### config.mk
export PLATFORM = sky130hd
export DESIGN_NAME = rtc_irq_flags
export DESIGN_NICKNAME = d
export VERILOG_FILES = /design/src/rtl/rtc_irq_pkg.sv /design/src/rtl/rtc_tap_edge.sv /design/src/rtl/rtc_flag_bank.sv /design/src/rtl/rtc_irq_fsm.sv /design/src/rtl/rtc_irq_flags.sv
export SDC_FILE = /design/constraint.sdc
export NUM_CORES = 1
export LEC_CHECK = 0
export ABC_AREA = 1
export BUFFER_PORTS_ARGS = -buffer_cell sky130_fd_sc_hd__buf_4
export CORE_MARGIN = 2
export CORE_UTILIZATION = 30
export DETAILED_ROUTE_END_ITERATION = 8
export PLACE_DENSITY = 0.66
export SYNTH_ARGS = -nofsm -noshare
export SYNTH_HDL_FRONTEND = slang
export SYNTH_SLANG_ARGS = --single-unit
### constraint.sdc
create_clock -name clk -period 1.75 [get_ports clk]
set_clock_uncertainty 0.15 [all_clocks]
set_input_delay 0.35 -clock clk [delete_from_list [all_inputs] [get_ports clk]]
set_output_delay 0.35 -clock clk [all_outputs]
set_load 0.05 [all_outputs]
### src/rtl/rtc_irq_pkg.sv
package rtc_irq_pkg;
    // enable byte positions, decoded by the host
    localparam int PIE_BIT = 6;
    localparam int AIE_BIT = 5;
    localparam int UIE_BIT = 4;
    // status byte positions, decoded by the host
    localparam int IRQ_BIT = 7;
    localparam int PF_BIT  = 6;
    localparam int AF_BIT  = 5;
    localparam int UF_BIT  = 4;

    typedef enum logic {
        IRQ_IDLE   = 1'b0,
        IRQ_RAISED = 1'b1
    } irq_state_t;
endpackage

### src/rtl/rtc_tap_edge.sv
module rtc_tap_edge #(
    parameter int DIV_W = 15,
    parameter int SEL_W = 4
) (
    input  logic             clk,
    input  logic             rst_n,
    input  logic [DIV_W-1:0] div_count,
    input  logic [SEL_W-1:0] rate_sel,
    output logic             per_evt
);
    localparam int NTAP = (DIV_W < (1 << SEL_W) - 1) ? DIV_W : (1 << SEL_W) - 1;

    logic tap_now;
    logic tap_q;

    always_comb begin
        tap_now = 1'b0;
        for (int i = 0; i < NTAP; i++) begin
            if (rate_sel == SEL_W'(i + 1)) tap_now = div_count[i];
        end
    end

    always_ff @(posedge clk or negedge rst_n) begin
        if (!rst_n) tap_q <= 1'b0;
        else        tap_q <= tap_now;
    end

    assign per_evt = tap_now & ~tap_q;


    no_double_edge_chk: assert property (@(posedge clk) disable iff (!rst_n)
        (per_evt ##1 $stable(rate_sel)) |-> !per_evt);
endmodule

### src/rtl/rtc_flag_bank.sv
module rtc_flag_bank
    import rtc_irq_pkg::*;
(
    input  logic       clk,
    input  logic       rst_n,
    input  logic       sw_rst,
    input  logic       rtc_en,
    input  logic       time_valid,
    input  logic       en_wr,
    input  logic [7:0] en_wdata,
    input  logic       per_evt,
    input  logic       alm_evt,
    input  logic       upd_evt,
    input  logic       stat_rd,
    output logic       pie_q,
    output logic       aie_q,
    output logic       uie_q,
    output logic       pf_q,
    output logic       af_q,
    output logic       uf_q,
    output logic       req_nxt
);
    logic soft_clr;
    logic pie_d, aie_d, uie_d, pf_d, af_d, uf_d;

    assign soft_clr = sw_rst | ~rtc_en;

    always_comb begin
        // enables: clears beat writes
        pie_d = soft_clr    ? 1'b0 : (en_wr ? en_wdata[PIE_BIT] : pie_q);
        uie_d = soft_clr    ? 1'b0 : (en_wr ? en_wdata[UIE_BIT] : uie_q);
        aie_d = !time_valid ? 1'b0 : (en_wr ? en_wdata[AIE_BIT] : aie_q);
        // flags: read clears, a same-cycle event sets afterwards
        pf_d  = soft_clr    ? 1'b0 : (per_evt | (pf_q & ~stat_rd));
        uf_d  = soft_clr    ? 1'b0 : (upd_evt | (uf_q & ~stat_rd));
        af_d  = !time_valid ? 1'b0 : (alm_evt | (af_q & ~stat_rd));
        req_nxt = (pie_d & pf_d) | (aie_d & af_d) | (uie_d & uf_d);
    end

    always_ff @(posedge clk or negedge rst_n) begin
        if (!rst_n) begin
            pie_q <= 1'b0;
            aie_q <= 1'b0;
            uie_q <= 1'b0;
            pf_q  <= 1'b0;
            af_q  <= 1'b0;
            uf_q  <= 1'b0;
        end else begin
            pie_q <= pie_d;
            aie_q <= aie_d;
            uie_q <= uie_d;
            pf_q  <= pf_d;
            af_q  <= af_d;
            uf_q  <= uf_d;
        end
    end


    soft_clear_chk: assert property (@(posedge clk) disable iff (!rst_n)
        (sw_rst || !rtc_en) |=> (!pf_q && !uf_q && !pie_q && !uie_q));

    valid_hold_chk: assert property (@(posedge clk) disable iff (!rst_n)
        !time_valid |=> (!af_q && !aie_q));

    read_clear_chk: assert property (@(posedge clk) disable iff (!rst_n)
        (stat_rd && !upd_evt) |=> !uf_q);

    event_kept_chk: assert property (@(posedge clk) disable iff (!rst_n)
        (upd_evt && rtc_en && !sw_rst) |=> uf_q);
endmodule

### src/rtl/rtc_irq_fsm.sv
module rtc_irq_fsm
    import rtc_irq_pkg::*;
(
    input  logic clk,
    input  logic rst_n,
    input  logic req_nxt,
    output logic irq
);
    irq_state_t state_q, state_d;

    always_comb begin
        state_d = state_q;
        unique case (state_q)
            IRQ_IDLE:   if (req_nxt)  state_d = IRQ_RAISED;
            IRQ_RAISED: if (!req_nxt) state_d = IRQ_IDLE;
            default:    state_d = IRQ_IDLE;
        endcase
    end

    always_ff @(posedge clk or negedge rst_n) begin
        if (!rst_n) state_q <= IRQ_IDLE;
        else        state_q <= state_d;
    end

    always_comb begin
        irq = (state_q == IRQ_RAISED);
    end
endmodule

### src/rtl/rtc_irq_flags.sv
module rtc_irq_flags
    import rtc_irq_pkg::*;
#(
    parameter int DIV_W = 15,
    parameter int SEL_W = 4
) (
    input  logic             clk,
    input  logic             rst_n,
    input  logic             sw_rst,
    input  logic             rtc_en,
    input  logic             time_valid,
    input  logic [DIV_W-1:0] div_count,
    input  logic [SEL_W-1:0] rate_sel,
    input  logic             alarm_evt,
    input  logic             update_evt,
    input  logic             en_wr,
    input  logic [7:0]       en_wdata,
    output logic [7:0]       en_rdata,
    input  logic             stat_rd,
    output logic [7:0]       stat_rdata,
    output logic             irq
);
    logic per_evt;
    logic pie_q, aie_q, uie_q, pf_q, af_q, uf_q;
    logic req_nxt;

    rtc_tap_edge #(.DIV_W(DIV_W), .SEL_W(SEL_W)) u_tap (
        .clk       (clk),
        .rst_n     (rst_n),
        .div_count (div_count),
        .rate_sel  (rate_sel),
        .per_evt   (per_evt)
    );

    rtc_flag_bank u_bank (
        .clk        (clk),
        .rst_n      (rst_n),
        .sw_rst     (sw_rst),
        .rtc_en     (rtc_en),
        .time_valid (time_valid),
        .en_wr      (en_wr),
        .en_wdata   (en_wdata),
        .per_evt    (per_evt),
        .alm_evt    (alarm_evt),
        .upd_evt    (update_evt),
        .stat_rd    (stat_rd),
        .pie_q      (pie_q),
        .aie_q      (aie_q),
        .uie_q      (uie_q),
        .pf_q       (pf_q),
        .af_q       (af_q),
        .uf_q       (uf_q),
        .req_nxt    (req_nxt)
    );

    rtc_irq_fsm u_fsm (
        .clk     (clk),
        .rst_n   (rst_n),
        .req_nxt (req_nxt),
        .irq     (irq)
    );

    always_comb begin
        en_rdata          = 8'h00;
        en_rdata[PIE_BIT] = pie_q;
        en_rdata[AIE_BIT] = aie_q;
        en_rdata[UIE_BIT] = uie_q;
        stat_rdata          = 8'h00;
        stat_rdata[IRQ_BIT] = irq;
        stat_rdata[PF_BIT]  = pf_q;
        stat_rdata[AF_BIT]  = af_q;
        stat_rdata[UF_BIT]  = uf_q;
    end


    irq_mirror_chk: assert property (@(posedge clk) disable iff (!rst_n)
        irq == ((pie_q && pf_q) || (aie_q && af_q) || (uie_q && uf_q)));
endmodule

### Yosys cells after proc, flatten, opt, wreduce, memory -nomap -nowiden

Cells that the tools add are included.

| word-level totals | value |
|---|---|
| flip-flop bits (word level) | 8 |
| latch bits | 0 |
| RAM bits | 0 |
| ROM bits | 0 |
| bits of input ports | 36 |
| output and inout port bits | 17 |
| logic and storage cells | 64 |
| memories | 0 |

| operators by class | value |
|---|---|
| add/sub/neg operators | 0 |
| multipliers | 0 |
| divide/modulo/power cells | 0 |
| magnitude comparators | 0 |
| equal/unequal tests | 15 |
| shift operators | 0 |
| mux-type cells | 25 |
| bitwise gates (word level) | 16 |
| reduce and logical (&&, ||, !) cells | 0 |

Operator list:

| operator | number |
|---|---|
| == test 4 bit (second input constant) | 8 |
| 2-to-1 mux 1 bit | 25 |
| == test 4 x 3 -> 1 bit (second input constant) | 4 |
| == test 4 x 2 -> 1 bit (second input constant) | 2 |
| bitwise AND 1 bit | 7 |
| bitwise OR 1 bit | 6 |
| == test 4 x 1 -> 1 bit (second input constant) | 1 |
| inverter 1 bit | 3 |

### Depth between registers and ports, before layout

Gate-level depths: netlist (run 1).

| depth | value |
|---|---|
| depth in word-level cells | 23 |
| depth in mapped cells | 13 |

### Modules after synthesis

Synthesis (run 1) repeated with hierarchy kept, for this count alone.

| unflattened totals | value |
|---|---|
| cell total of the unflattened synthesis | 105 |
| area, all modules | 709.4 µm² |

Modules (own cells, without submodules):

| module | instances | cells an instance | area each (µm²) | seq. area each (µm²) |
|---|---|---|---|---|
| rtc_flag_bank | 1 | 41 | 295.3 | 150.1 |
| rtc_tap_edge | 1 | 46 | 265.3 | 25.0 |
| rtc_irq_flags | 1 | 17 | 123.9 | 0.0 |
| rtc_irq_fsm | 1 | 1 | 25.0 | 25.0 |

### Worst setup path after synthesis (run 1)

No wires, ideal clock.

| path | value |
|---|---|
| path type | reg-to-output |
| start | register u_fsm.state_q, in the netlist u_fsm.irq |
| end | output port stat_rdata[7] |
| data arrival time | 0.886 ns |
| slack | 0.364 ns |
| stages on the path, launching flop included | 2 |
| buffers on the path | 1 |
| path through | dfrtp_1 > buf_4 |

RTL lines:

| element | RTL line | text |
|---|---|---|
| start, declared | rtc_irq_fsm.sv:9 | `irq_state_t state_q, state_d;` |
| start signal, assigned | rtc_irq_fsm.sv:22 | `else state_q <= state_d;` |
| end, declared | rtc_irq_flags.sv:20 | `output logic [7:0] stat_rdata,` |

No word-level cell between the ends.

### Worst setup path after layout (run 1)

| path | value |
|---|---|
| start | register u_fsm.state_q, in the netlist u_fsm.irq |
| end | output port irq |

RTL lines:

| element | RTL line | text |
|---|---|---|
| end, declared | rtc_irq_flags.sv:21 | `output logic irq` |

No word-level cell between the ends.

==> results.toml, run 1 <==
[synthesis]
synth_area_sq_um = 669
synth_compound_area_share_pct = 10.5
synth_area_leaders = "dfrtp_1 30%, buf_4 18%, nand2_1 16%"
avgSynthCellArea_sq_um = 6.76
synth-xor-area-share_pct = 0
netlist.area_leader.share_pct = 29.9
ys_types = 18
yosys_warnings = 0
ys_seq_elements = 8
synth_top_family_by_area = "simple AND/OR/NAND/NOR gates"
synth_area_leader_cell = "dfrtp_1"
synthSimpleGateAreaFrac_pct = 32.1
yosysSeqAreaShare_pct = 29.9
synthCells = 99
synth_fa_ha_area_share_pct = 0
synthMuxAreaShare_pct = 0

[clock_network]
clockBufferDepth = 2
cts_buffers = 3
clkLatencyLatePin_ns = 0.25
cts_resized = 0
clockRootBuffer = "clkbuf_4"
cts_setup_buffers = 0
htreeDepth = 1
path_clk_slew_ns = 0.05
cts_tree = "yes"
cts_sinks = 8

[critical_path]
end_kind = "output pin"
critPathKind = "reg2out"
worst-path-max-fanout = 2
arrival_ns = 0.83
cp.depth = 1
crit_required_ns = 1.25
path_cells = "buf_4"
worst_r2r_path_depth = 5
crit_slowest_cell = "dfrtp_1"
r2r_setup_slack_ns = 0.56
startpoint_type = "flop"
max_stage_delay_ns = 0.39
cp_top_family = "flip-flops"
cp.buffers_inverters = 1

[route]
met2_length_um = 677
wire_per_inst_um = 8.97
first_pass_iters = 4
detail_route.vias_per_cell = 4.16
met1_length_um = 601
num_vias = 665
wl_met3_um = 150
wirelength_um = 1440
ant_nets = 0
drtIter0Drc = 8
dr.max_layer_used = "met4"
drc = 0

[placed_design]
gp_congestion = 0.776
hpwl_um = 1270
portBuffers = 38
placed_area_sq_um = 888

[power]
ir_drop_mv = 0.312
p_leak_nw = 0.544
p_per_area_nw_per_um2 = 600

[timing]
hold_viol_final = 0
finalMaxSlewViolations = 0
setup_viol = 0
min_period_over_period_pct = 76.0
final.setup.tns_ns = 0
rsz0062_at_grt = "no"
max_freq_mhz = 752
period_minus_slack_ns = 1.33

[run]
drv_cap = 0

[layout]
layout.nets = 170
drive_gt1_share_pct = 37.1
antenna_cells = 0
final_common_cell = "buf_4"
design_area_sq_um = 921
most-common-layout-cells = "38 x buf_4, 28 x nand2_1, 10 x inv_1"
area_growth_pct = 37.6

[die]
core_sq_um = 2170
floorplan.die_area_sq_um = 2630
start_util_pct = 30.9
die_x_um = 51.2
die_h_um = 51.2
io_pins = 53
num_rows = 17

[min_path]
min_path_cells = 3
hold_class = "in2reg"

[global_routing]
grt_use_total_pct = 11.0
grt_first_pass_wirelength_um = 2170
grt_pass1_vias = 586
overflow = 0
grt_antenna_before_repair = 0
grt_max_degree = 9

[status]
status = "finished, final reports clean"
what timing repair did:
action                                  4_1_cts  5_1_grt
endpoints found under the setup margin        0        0
hold buffers                                  1        0
endpoints found under the hold margin         8        0
cell usage after synthesis:
cell type and number:
a21boi_0 1, a21oi_1 6, a21oi_2 1, a22o_1 1, buf_4 16, buf_6 1
conb_1 1, dfrtp_1 8, inv_1 10, inv_2 3, nand2_1 28, nand2_2 1
nand2_4 1, nand3_1 7, nand3_2 2, nand3b_1 1, nor2_1 8, o21ai_0 3
where the power goes:
part	internal (mW)	switching (mW)	leakage, nW	total, mW
Clock	0.0779	0.0543	0.0138	0.132
Sequential	0.197	0.00492	0.106	0.202
Combinational	0.0812	0.138	0.425	0.219
routing by layer:
layer,GRT usage (%),up-vias
met5,0,-
met4,5.26,0
met3,1.75,2
met2,19.5,39
met1,12.9,276
li1,-,348
worst paths after layout:
path	start	endpoint
worst min-delay path	time_valid	u_bank.af_q$_DFF_PN0_
max in group asynchronous	rst_n	u_tap.tap_q$_DFF_PN0_
worst min register to register	u_tap.tap_q$_DFF_PN0_	u_bank.pf_q$_DFF_PN0_
min in group asynchronous	rst_n	u_bank.aie_q$_DFF_PN0_
worst max register to register	u_bank.aie_q$_DFF_PN0_	u_fsm.irq$_DFF_PN0_
worst max-delay path	u_fsm.irq$_DFF_PN0_	irq
area by class of cell:
cell class              instances  area [sq um]
clock buffers                   3          22.5
repair buffers                 39           295
well taps                      28          35.0
inverters                      13          48.8
fillers                       240          1250
multi-input cells              69           319
flip-flops and latches          8           200
metrics by stage:
| stage | util (%) | power (mW) | hold WS [ns] | setup WS, ns | instances |
|---|---|---|---|---|---|
| floorplan | - | 0.368 | -0.0956 | 0.364 | 107 |
| global placement | 40.9 | 0.421 | 0.0206 | 0.237 | 156 |
| CTS | 42.4 | 0.561 | 0.200 | 0.417 | 160 |
| global route | 42.4 | 0.584 | 0.225 | 0.363 | 160 |
| finish | 42.4 | 0.553 | 0.208 | 0.421 | 160 |
| detailed placement | 40.9 | 0.423 | 0.0218 | 0.223 | 156 |
registers in the layout, summed over array words and instances (netlist names):
| name | cells |
|---|---|
| u_fsm.irq | 1 |
| u_tap.tap_q | 1 |
| u_bank.pie_q | 1 |
| u_bank.af_q | 1 |
| u_bank.uie_q | 1 |
| u_bank.aie_q | 1 |
| u_bank.uf_q | 1 |
| u_bank.pf_q | 1 |
logic make-up (layout without fill, tap and decap cells):
logic type,after synthesis,in the layout
AND/OR/NAND/NOR,48,48
buffers and inverters,30,55
flip-flops,8,8
other,1,9
AO/OA/AOI/OAI,12,12
(Power assumes the default switching activity.)
==> run 2, diff against run 1 <==
- ABC_AREA: 1 -> 0
- clock period: 1.75 -> 1.4 ns (I/O delays scaled with it)
==> results.toml, run 2 <==
[route]
ant_nets = 0
wirelength_um = 1370
detail_route.vias_per_cell = 4.41
drc = 0
wire_per_inst_um = 10.2
first_pass_iters = 4
num_vias = 595
drtIter0Drc = 12

[synthesis]
synth_area_leaders = "dfrtp_1 30%, buf_4 18%, mux2i_1 9.1%"
post-synth-top-count-cell = "buf_4"
synthMuxAreaShare_pct = 11.4
synthCells = 72
ys.flop_type = "dfrtp_1"
ys_seq_elements = 8
synthSimpleGateAreaFrac_pct = 11.8
synth_fa_ha_area_share_pct = 0
synth_compound_area_share_pct = 18.5
avgSynthCellArea_sq_um = 9.12
netlist.area_leader.share_pct = 30.5
yosysSeqAreaShare_pct = 30.5
ys_types = 27
synth_area_sq_um = 657
synth_edf_count = 0
yosys_warnings = 0
synth_area_leader_cell = "dfrtp_1"
netlist_top_cells_count = "16 x buf_4, 8 x dfrtp_1, 6 x inv_1, 6 x mux2i_1, 5 x nor2_1"
synth_top_family_by_area = "buffers and inverters"
synthArstFlopShare_pct = 100
synth-xor-area-share_pct = 0

[die]
num_rows = 16
die_h_um = 50.8
floorplan.die_area_sq_um = 2580
die_x_um = 50.8
io_pins = 53
start_util_pct = 32.5
core_sq_um = 2020

[critical_path]
crit_required_ns = 1.37
worst-path-max-fanout = 2
end_kind = "flop"
startpoint = "u_bank.pie_q$_DFF_PN0_"
reg2reg_to = "u_fsm.irq$_DFF_PN0_"
cp_top_family = "compound AO/OA/AOI/OAI gates"
path_cells = "mux2i_1 -> nor2_1 -> a222oi_1 -> o31ai_1"
max_stage_delay_ns = 0.37
cp.depth = 4
timing.rr.start = "u_bank.pie_q$_DFF_PN0_"
critPathKind = "reg2reg"
arrival_ns = 1.32
crit_slowest_cell = "dfrtp_1"
cp.buffers_inverters = 0
startpoint_type = "flop"
worst_r2r_path_depth = 4
r2r_setup_slack_ns = 0.05
crit_path_end = "u_fsm.irq$_DFF_PN0_"

[status]
status = "finished, final reports clean"

[timing]
period_minus_slack_ns = 1.35
hold_viol_final = 0
rsz0062_at_grt = "yes"
setup_viol = 0
finalMaxSlewViolations = 0
min_period_over_period_pct = 96.4
max_freq_mhz = 741

[min_path]
hold_class = "in2reg"

[placed_design]
dp.cells = 131
gp_congestion = 0.744
portBuffers = 38
hpwl_um = 1190

[global_routing]
overflow = 0
grt_antenna_before_repair = 0
grt_use_total_pct = 11.9
grt_pass1_vias = 580
grt_max_degree = 9
grt_first_pass_wirelength_um = 2280

[layout]
final_core_util_pct = 45.7
layout.nets = 146
fill_cells = 204
layout.cells.non_filler = 135
final_common_cell = "buf_4"
area_growth_pct = 40.6
drive_gt1_share_pct = 44.4
antenna_cells = 0
most-common-layout-cells = "42 x buf_4, 9 x conb_1, 8 x dfrtp_1"

[clock_network]
clkLatencyLatePin_ns = 0.25
clockBufferDepth = 2
cts_buffers = 3
cts_sinks = 8
cts_setup_buffers = 0
clockRootBuffer = "clkbuf_4"
htreeDepth = 1
cts_tree = "yes"
path_clk_slew_ns = 0.05

[power]
p_leak_nw = 0.498
ir_drop_mv = 0.376
p_per_area_nw_per_um2 = 766

[run]
drv_cap = 0
==> run 2: cell count changes after synthesis, moves of 4 or more <==
| cell | previous run | this run |
|---|---|---|
| a21oi_1 | 6 | 2 |
| mux2i_1 | 0 | 6 |
| inv_1 | 10 | 6 |
| nand2_1 | 28 | 1 |
| nand3_1 | 7 | 1 |
==> run 2: cell type report <==
type                            instances  area [sq um]  share of cell area (%)
Sequential cell                         8           200                    21.7
Tap cell                               27          33.8                    3.66
Inverter                                6          22.5                    2.44
Multi-Input combinational cell         47           308                    33.3
Clock buffer                            3          22.5                    2.44
Timing Repair Buffer                   44           337                    36.4
==> run 2: per-layer routing <==
layer	track usage [%]	vias up	wire length, um
met1	13.6	253	553
met4	8.11	0	33
met5	0	-	0
met2	19.3	41	635
met3	2.98	5	150
li1	-	296	-
==> run 2: worst min path at each step <==
stage | cells after the start | from | endpoint
5_1_grt | 2 | time_valid | u_bank.af_q$_DFF_PN0_
6_report | 2 | time_valid | u_bank.af_q$_DFF_PN0_
3_3_place_gp | 1 | rst_n | u_bank.pie_q$_DFF_PN0_
2_1_floorplan | 0 | rst_n | u_bank.af_q$_DFF_PN0_
4_1_cts | 2 | time_valid | u_bank.af_q$_DFF_PN0_
3_5_place_dp | 1 | rst_n | u_bank.pie_q$_DFF_PN0_
==> run 2: repair_timing <==
action | CTS | global route
hold endpoints to repair | 8 | 0
pin swaps | 1 | 1
hold buffers | 1 | 0
endpoints found under the setup margin | 1 | 2
gates resized for setup | 0 | 1
==> run 2: report_power, final <==
group          internal [mW]  switching, mW  leakage (nW)
logic                  0.115          0.163         0.378
registers              0.246        0.00789         0.106
clock network         0.0979         0.0766        0.0138
total                  0.459          0.248         0.498
==> run 2: per-stage QoR <==
step / setup WS (ns) / hold slack [ns] / setup TNS (ns) / area (sq um) / power, mW
floorplan: -0.192 / -0.166 / -0.572 / 691 / 0.465
global placement: -0.260 / -0.0494 / -0.774 / 887 / 0.532
detailed placement: -0.257 / -0.0477 / -0.760 / 887 / 0.535
CTS: 0.0248 / 0.0845 / 0 / 920 / 0.715
global route: -0.0501 / 0.0989 / -0.0501 / 923 / 0.740
finish: 0.0504 / 0.0880 / 0 / 923 / 0.707
==> run 2: logic make-up (layout without fill, tap and decap cells) <==
| logic type | after synthesis | count (layout) |
|---|---|---|
| buffers and inverters | 25 | 53 |
| flip-flops | 8 | 8 |
| other | 1 | 9 |
| multiplexers | 7 | 7 |
| AND/OR/NAND/NOR | 15 | 15 |
| AO/OA/AOI/OAI | 16 | 16 |
==> run 3, diff against run 2 <==
- CORE_UTILIZATION: 30 -> 41
- PLACE_DENSITY: 0.66 -> 0.86
- clock period: 1.4 -> 1.6 ns (I/O delays scaled with it)
==> results.toml, run 3 (synthesis gave the netlist of run 2 again) <==
[min_path]
hold_class = "in2reg"
min_from = "time_valid"
whs_endpoint = "u_bank.af_q$_DFF_PN0_"
min_path_cells = 2

[layout]
antenna_cells = 0
fill_cells = 145
area_growth_pct = 34.5
drive_gt1_share_pct = 42.9
design_area_sq_um = 883
most-common-layout-cells = "40 x buf_4, 9 x conb_1, 8 x dfrtp_1"
final_common_cell = "buf_4"
final_core_util_pct = 58.6
layout.cells.non_filler = 121
layout.nets = 143

[critical_path]
r2r_setup_slack_ns = 0.25
arrival_ns = 1.41
timing.rr.start = "u_bank.pie_q$_DFF_PN0_"
critPathKind = "in2reg"
end_kind = "flop"
reg2reg_to = "u_fsm.irq$_DFF_PN0_"
startpoint_type = "primary input"
worst-path-max-fanout = 3
worst_r2r_path_depth = 4
crit_required_ns = 1.58

[power]
pwr-share-seq_pct = 36.5
power.switching_mw = 0.211
p_comb_share_pct = 39.2
p_int_mw = 0.397
p_per_area_nw_per_um2 = 688
p_sw_share_pct = 34.7
ir_drop_mv = 0.314
p_leak_nw = 0.482
clock_power_share_pct = 24.3

[global_routing]
grt_pass1_vias = 548
grt_antenna_before_repair = 0
overflow = 0
grt_first_pass_wirelength_um = 2050
grt_use_total_pct = 14.3
grt_max_degree = 9

[route]
ant_nets = 0
detail_route.vias_per_cell = 4.89
drc = 0
wirelength_um = 1310
num_vias = 592
drtIter0Drc = 14
wire_per_inst_um = 10.8
first_pass_iters = 4

[clock_network]
cts_sinks = 8
cts_buffers = 3
clkLatencyLatePin_ns = 0.25
htreeDepth = 1
clockRootBuffer = "clkbuf_4"
cts_tree = "yes"
clockBufferDepth = 2
cts_setup_buffers = 0
path_clk_slew_ns = 0.05

[timing]
finalWorstSetupSlack_ns = 0.162
period_minus_slack_ns = 1.44
min_period_over_period_pct = 89.9
rsz0062_at_grt = "no"
setup_viol = 0
max_freq_mhz = 696
hold_viol_final = 0
finalMaxSlewViolations = 0

[run]
drv_cap = 0

[die]
floorplan.die_area_sq_um = 1940
die_h_um = 44.0
die_x_um = 44.0
start_util_pct = 43.6
core_sq_um = 1510
num_rows = 14
io_pins = 53

[placed_design]
dp.cells = 117
gp_congestion = 0.730
pre_cts_ws_ns = -0.108
portBuffers = 38
placed_area_sq_um = 851
hpwl_um = 1180

[status]
status = "finished, final reports clean"
==> run 3: metal layers <==
layer / routed length (um) / vias up / global-route usage [%]
met4: 20 / 0 / 5.45
met5: 0 / - / 0
met2: 691 / 37 / 26.8
met3: 145 / 3 / 4.49
met1: 448 / 257 / 14.6
li1: - / 295 / -
==> run 3: timing repair <==
action                                 CTS  global route
resized for setup                        0             0
hold buffers                             1             0
endpoints found under the hold margin    8             0
==> run 3: how the worst max path moves through the flow <==
stage / from / end / slack [ns]
after floorplan: rate_sel[3] / u_tap.tap_q$_DFF_PN0_ / -0.03
after global placement: rate_sel[3] / u_fsm.irq$_DFF_PN0_ / -0.09
after detailed placement: rate_sel[3] / u_bank.pf_q$_DFF_PN0_ / -0.11
after CTS: rate_sel[3] / u_bank.pf_q$_DFF_PN0_ / 0.16
after global routing: u_bank.pie_q$_DFF_PN0_ / u_fsm.irq$_DFF_PN0_ / 0.11
final: rate_sel[3] / u_bank.pf_q$_DFF_PN0_ / 0.16
==> run 3: power by group through the flow <==
stage,clock network [mW],registers (mW),logic (mW)
after floorplan,0,0.231,0.176
after global placement,0,0.224,0.234
after detailed placement,0,0.226,0.238
after CTS,0.155,0.222,0.240
after global routing,0.168,0.223,0.256
final,0.148,0.222,0.238
==> run 3: stage by stage <==
step           hold slack, ns  TNS, ns  power [mW]
2_1_floorplan          -0.126  -0.0915       0.407
3_3_place_gp          -0.0104   -0.265       0.458
3_5_place_dp         -0.00755   -0.303       0.463
4_1_cts                 0.127        0       0.618
5_1_grt                 0.130        0       0.648
6_report                0.131        0       0.608
==> run 3: worst max-delay path: stages <==
cell and delay [ns]:
buf_4 0.12, mux2_4 0.28, or3_1 0.32, a32oi_2 0.27, o41ai_1 0.11
==> run 3: layout make-up <==
class,count,area [sq um],area share [%]
clock buffers,3,22.5,2.55
multi-input cells,47,308,34.8
repair buffers,41,310,35.1
well taps,16,20.0,2.27
inverters,6,22.5,2.55
flip-flops and latches,8,200,22.7
